<file path="config.mk">
export PLATFORM = sky130hd
export DESIGN_NAME = ofs_pulse_gen
export DESIGN_NICKNAME = d
export VERILOG_FILES = /design/src/rtl/opg_pkg.sv /design/src/rtl/opg_ctrl.sv /design/src/rtl/opg_datapath.sv /design/src/rtl/ofs_pulse_gen.sv
export SDC_FILE = /design/constraint.sdc
export NUM_CORES = 2
export LEC_CHECK = 0
export BUFFER_PORTS_ARGS = -buffer_cell sky130_fd_sc_hd__buf_4
export CELL_PAD_IN_SITES_DETAIL_PLACEMENT = 2
export CELL_PAD_IN_SITES_GLOBAL_PLACEMENT = 2
export CORE_ASPECT_RATIO = 0.7
export CORE_MARGIN = 4
export CORE_UTILIZATION = 43
export CTS_CLUSTER_SIZE = 30
export DETAILED_ROUTE_END_ITERATION = 8
export GPL_TIMING_DRIVEN = 1
export PLACE_DENSITY = 0.88
export SYNTH_ARGS = -nofsm -noshare
export SYNTH_HDL_FRONTEND = slang
export SYNTH_SLANG_ARGS = --single-unit
</file>
<file path="constraint.sdc">
create_clock -name clk -period 4.2 [get_ports clk]
set_input_delay 0.42 -clock clk [delete_from_list [all_inputs] [get_ports clk]]
set_output_delay 0.42 -clock clk [all_outputs]
set_load 0.05 [all_outputs]
</file>
<file path="src/rtl/opg_pkg.sv">
package opg_pkg;
  localparam int ADDR_W = 8;
  localparam int DATA_W = 32;
  localparam int IDX_W  = 4;   // channel index bits, stride of 4 bytes in a 64-byte bank
  localparam logic [ADDR_W-1:0] A_SCRATCH = 8'h08;
  localparam logic [ADDR_W-1:0] A_CTRL    = 8'h10;
  localparam logic [ADDR_W-1:0] A_NCH     = 8'h14;
  localparam logic [1:0] BANK_PER = 2'd1;
  localparam logic [1:0] BANK_WID = 2'd2;
  localparam logic [1:0] BANK_OFS = 2'd3;

  typedef struct packed {
    logic run;      // level: timing enabled
    logic loadStb;  // one-cycle pulse: copy pending set into running set
  } opg_stb_t;
endpackage

</file>
<file path="src/rtl/opg_ctrl.sv">
module opg_ctrl
  import opg_pkg::*;
#(
  parameter int NUM_CH = 4,
  parameter int CNT_W  = 32
) (
  input  logic                          clk,
  input  logic                          rstN,
  input  logic                          wrEn,
  input  logic [ADDR_W-1:0]             wrAddr,
  input  logic [DATA_W-1:0]             wrData,
  input  logic                          rdEn,
  input  logic [ADDR_W-1:0]             rdAddr,
  output logic [DATA_W-1:0]             rdData,
  output opg_stb_t                      stb,
  output logic [NUM_CH-1:0][CNT_W-1:0]  shPer,
  output logic [NUM_CH-1:0][CNT_W-1:0]  shWid,
  output logic [NUM_CH-1:0][CNT_W-1:0]  shOfs
);
  logic [DATA_W-1:0] scratch;
  logic              runBit;
  logic              loadPulse;
  logic [DATA_W-1:0] rdVal;

  logic [1:0]        wrBank, rdBank;
  logic [IDX_W-1:0]  wrIdx, rdIdx;
  logic              wrAligned, rdAligned;

  assign wrBank    = wrAddr[7:6];
  assign wrIdx     = wrAddr[5:2];
  assign wrAligned = (wrAddr[1:0] == 2'b00);
  assign rdBank    = rdAddr[7:6];
  assign rdIdx     = rdAddr[5:2];
  assign rdAligned = (rdAddr[1:0] == 2'b00);

  always_ff @(posedge clk or negedge rstN) begin
    if (!rstN) begin
      scratch   <= '0;
      runBit    <= 1'b0;
      loadPulse <= 1'b0;
    end else begin
      loadPulse <= wrEn && (wrAddr == A_CTRL) && wrData[1];
      if (wrEn && wrAddr == A_SCRATCH) scratch <= wrData;
      if (wrEn && wrAddr == A_CTRL)    runBit  <= wrData[0];
    end
  end

  for (genvar k = 0; k < NUM_CH; k++) begin : g_shadow
    always_ff @(posedge clk or negedge rstN) begin
      if (!rstN) begin
        shPer[k] <= '0;
        shWid[k] <= '0;
        shOfs[k] <= '0;
      end else if (wrEn && wrAligned && wrIdx == IDX_W'(k)) begin
        if (wrBank == BANK_PER) shPer[k] <= wrData[CNT_W-1:0];
        if (wrBank == BANK_WID) shWid[k] <= wrData[CNT_W-1:0];
        if (wrBank == BANK_OFS) shOfs[k] <= wrData[CNT_W-1:0];
      end
    end
  end

  always_comb begin
    rdVal = '0;
    if (rdAddr == A_SCRATCH)  rdVal = scratch;
    else if (rdAddr == A_CTRL) rdVal = DATA_W'(runBit);
    else if (rdAddr == A_NCH)  rdVal = DATA_W'(NUM_CH);
    else if (rdAligned) begin
      for (int k = 0; k < NUM_CH; k++) begin
        if (rdIdx == IDX_W'(k)) begin
          if (rdBank == BANK_PER) rdVal = DATA_W'(shPer[k]);
          if (rdBank == BANK_WID) rdVal = DATA_W'(shWid[k]);
          if (rdBank == BANK_OFS) rdVal = DATA_W'(shOfs[k]);
        end
      end
    end
  end

  always_ff @(posedge clk or negedge rstN) begin
    if (!rstN)     rdData <= '0;
    else if (rdEn) rdData <= rdVal;
  end

  assign stb.run     = runBit;
  assign stb.loadStb = loadPulse;
endmodule

</file>
<file path="src/rtl/opg_datapath.sv">
module opg_datapath
  import opg_pkg::*;
#(
  parameter int NUM_CH = 4,
  parameter int CNT_W  = 32
) (
  input  logic                          clk,
  input  logic                          rstN,
  input  opg_stb_t                      stb,
  input  logic [NUM_CH-1:0][CNT_W-1:0]  shPer,
  input  logic [NUM_CH-1:0][CNT_W-1:0]  shWid,
  input  logic [NUM_CH-1:0][CNT_W-1:0]  shOfs,
  output logic [NUM_CH-1:0]             pulseOut
);
  for (genvar k = 0; k < NUM_CH; k++) begin : g_chan
    logic [CNT_W-1:0] actPer, actWid, actOfs, cnt;
    logic             inWait;

    always_ff @(posedge clk or negedge rstN) begin
      if (!rstN) begin
        actPer <= '0;
        actWid <= '0;
        actOfs <= '0;
        cnt    <= '0;
        inWait <= 1'b0;
      end else if (stb.loadStb) begin
        actPer <= shPer[k];
        actWid <= shWid[k];
        actOfs <= shOfs[k];
        cnt    <= '0;
        inWait <= (shOfs[k] != '0);
      end else if (!stb.run) begin
        cnt    <= '0;
        inWait <= (actOfs != '0);
      end else if (inWait) begin
        if (cnt == actOfs - 1'b1) begin
          cnt    <= '0;
          inWait <= 1'b0;
        end else begin
          cnt <= cnt + 1'b1;
        end
      end else if (actPer == '0 || cnt == actPer - 1'b1) begin
        cnt <= '0;
      end else begin
        cnt <= cnt + 1'b1;
      end
    end

    assign pulseOut[k] = stb.run && !inWait && (actPer != '0) && (cnt < actWid);
  end
endmodule

</file>
<file path="src/rtl/ofs_pulse_gen.sv">
module ofs_pulse_gen
  import opg_pkg::*;
#(
  parameter int NUM_CH = 4,
  parameter int CNT_W  = 32
) (
  input  logic              clk,
  input  logic              rstN,
  input  logic              wrEn,
  input  logic [7:0]        wrAddr,
  input  logic [31:0]       wrData,
  input  logic              rdEn,
  input  logic [7:0]        rdAddr,
  output logic [31:0]       rdData,
  output logic [NUM_CH-1:0] pulseOut
);
  opg_stb_t                     ctrlStb;
  logic [NUM_CH-1:0][CNT_W-1:0] shPer, shWid, shOfs;

  opg_ctrl #(.NUM_CH(NUM_CH), .CNT_W(CNT_W)) u_ctrl (
    .clk(clk), .rstN(rstN),
    .wrEn(wrEn), .wrAddr(wrAddr), .wrData(wrData),
    .rdEn(rdEn), .rdAddr(rdAddr), .rdData(rdData),
    .stb(ctrlStb), .shPer(shPer), .shWid(shWid), .shOfs(shOfs)
  );

  opg_datapath #(.NUM_CH(NUM_CH), .CNT_W(CNT_W)) u_dp (
    .clk(clk), .rstN(rstN), .stb(ctrlStb),
    .shPer(shPer), .shWid(shWid), .shOfs(shOfs),
    .pulseOut(pulseOut)
  );
endmodule

</file>
==> impl_metrics.yaml <==
grt:
  gr-total-overflow: 0
  grt_use_total_pct: 39.4
  antenna_found_initial: 35
  grt_pass1_wl_mm: 396
  grt_pass1_vias: 54300
  grt_max_degree: 206
floorplan:
  ios: 88
  coreArea_sq_um: 127000
  rows: 109
  fp.dieH_microns: 308
  initial_core_util_pct: 43.5
  fp.dieW_microns: 436
  die_area_sq_um: 134000
routing:
  drc: 0
  wl_per_cell_microns: 37.8
  drt-pass1-iter-count: 8
  finalWirelength_mm: 272
  ant_nets: 0
  vias: 50200
  routed_via_density: 6.99
  drt_iter0_drc: 5948
sta:
  period_share_pct: 99.6
  setup_viol: 0
  clock.fmax_ghz: 0.239
  fin_crit_ns: 4.18
  finalMaxSlewViolations: 0
  worstMarginPinSlew_ns: 1.36
  hold_viol_final: 0
  skew_ns: 0.0313
  max-slew-margin-rel_pct: 9.41
  setup_ws_ns: 0.0188
clocking:
  post_cts_buffers: 0
  clock_sinks: 966
  cts_tree: "done"
  clk_latency_ns: 0.76
  clock-root-buffer: "clkbuf_16"
  cts.htree.levels: 3
  cts_max_path_buffers: 3
  path_clk_slew_ns: 0.09
  numCtsBuffers: 100
worst_setup_path:
  crit_required_ns: 3.78
  cp_cell_sequence: "nor4_1, nand4_1, nor2_1, a41o_2, nor4b_1, o21ai_0, a21oi_1, buf_4"
  worstSetupStartpointType: "register"
  crit_buf_inv: 1
  crit_type: "register to output port"
  max_stage_delay_ns: 0.65
  critPathArrivalTime_ns: 3.76
  slowest_stage: "nor4_1"
  crit_family: "simple AND/OR/NAND/NOR gates"
  cp_max_fo: 7
  critPathCaptureType: "output port"
place:
  dpl.hpwl_mm: 178
  gp_congestion: 0.998
  placed_area_sq_um: 58100
  portBuffers: 87
  dp_slack_ns: 0.250
logic_synthesis:
  synth_commonest_cells: "dfrtp_1, mux2_2, nand2_1, clkbuf_1, o21ai_0"
  async_flop_share_pct: 100
  synth_edf_count: 0
  synth_cell_types: 80
  syn_inst: 5440
  synth_top_area_cell: "dfrtp_1"
  synth.most_common_cell: "dfrtp_1"
  syn-num-nets: 5632
  synth_area_leaders: "dfrtp_1, mux2_2, xnor2_1, ha_1, o21ai_0"
  ys_ff_latch: 966
  syn_avg_cell_area_sq_um: 10.2
  synth_warnings: 0
  synth_area_sq_um: 55200
  synth_top_area_share_pct: 43.8
  seq_area_frac_synth_pct: 43.8
  synth_ff_type: "dfrtp_1"
min_path:
  hold_class: "input port to register"
finish:
  area_growth_pct: 11.8
  nets: 5617
  fin_util_pct: 48.7
  stdcell_area_sq_um: 61800
  drive_gt1_share_pct: 22.8
power:
  vdd_drop_max_mv: 0.293
  power_mw: 21.9
  leakagePower_nw: 28.1
  power-per-cell-area_nw_per_um2: 354
job:
  maxCapViolCount: 0
run_status:
  status: "finished clean"
[kinds of logic (layout without fill, tap and decap cells)]
group                    Yosys count  in the layout  synth area share, %
other                              0             21                    0
buffers and inverters            581            645                 4.01
multiplexers                     782            782                 15.8
AND/OR/NAND/NOR                 1530           1530                 14.3
AO/OA/AOI/OAI                    997            997                 11.8
adder cells (fa/ha/maj)          141            141                 3.19
XOR/XNOR                         443            443                 7.03
flip-flops                       966            966                 43.8
[registers in the layout, summed over array words and instances, names as in the netlist, 4 cells and up]
signal              cells
u_ctrl.scratch         32
u_ctrl.shPer          128
u_dp.g_chan.actWid    128
u_dp.g_chan.actOfs    128
u_ctrl.shOfs          128
u_dp.g_chan.cnt       128
u_dp.g_chan.inWait      4
u_ctrl.shWid          128
u_dp.g_chan.actPer    128
u_ctrl.rdData          32
[layer usage]
| metal | share of wire (%) | vias to the layer above | track usage, % | wire length (microns) |
|---|---|---|---|---|
| li1 | - | 19700 | - | - |
| met1 | 38 | 26300 | 48.0 | 103000 |
| met2 | 45 | 3127 | 62.4 | 123000 |
| met3 | 10 | 1055 | 12.8 | 28100 |
| met4 | 6.4 | 16 | 21.4 | 17500 |
| met5 | 0.040 | - | 0 | 108 |
[worst min-delay path, stage by stage]
cell and delay, ns:
buf_4 0.14, nand4_1 0.12, nor2_1 0.08
[what timing repair did]
action,in CTS,in global routing
endpoints found under the hold margin,51,0
gates cloned,0,0
resized for setup,8,8
pin swaps,1,0
setup endpoints to repair,2,59
hold buffers,1,0
[final cells by class]
| type | count | area [sq um] |
|---|---|---|
| fill | 12700 | 65100 |
| multi-input combinational | 3893 | 29000 |
| sequential | 966 | 24200 |
| clock buffer | 150 | 3010 |
| timing repair buffer | 267 | 2180 |
| tap | 1665 | 2080 |
| inverter | 197 | 739 |
| clock inverter | 31 | 505 |
| antenna | 21 | 52.6 |
[placed cells by master (no fill, tap or decap), types with 128 or more instances in the layout]
cell type and instances:
xnor2_1 276, xor2_1 167, nor2_1 242, mux2_2 730
inv_1 197, nand3_1 133, o21ai_0 322, nand2_1 410
ha_1 139, buf_4 250, dfrtp_1 965, nor4_1 128
[report_power, final]
group	switching (mW)	internal, mW
Sequential	0.340	9.53
Clock	4.45	5.70
Combinational	1.30	0.548
[metrics by stage]
stage,std cells,hold slack [ns],TNS (ns)
floorplan,5440,0.124,0
global placement,6987,0.465,0
detailed placement,6987,0.488,0
CTS,7169,0.0131,0
global route,7177,0.0240,-0.00264
finish,7190,0.0399,0
[worst paths after layout]
kind                                           start                       end  slack, ns  cells past startpoint
max reg2reg                 u_dp.g_chan[2].actPer[0]    u_dp.g_chan[2].cnt[29]       0.13                     10
max                        u_dp.g_chan[2].actPer[20]               pulseOut[2]       0.02                      8
min                                        wrAddr[4]          u_ctrl.loadPulse       0.04                      3
min in group asynchronous                       rstN    u_dp.g_chan[0].cnt[11]       0.31                      2
max in group asynchronous                       rstN    u_dp.g_chan[1].cnt[26]       2.67                      3
min reg2reg                 u_dp.g_chan[2].actWid[0]  u_dp.g_chan[2].actWid[0]       0.52                      1
(Power assumes the default switching activity.)
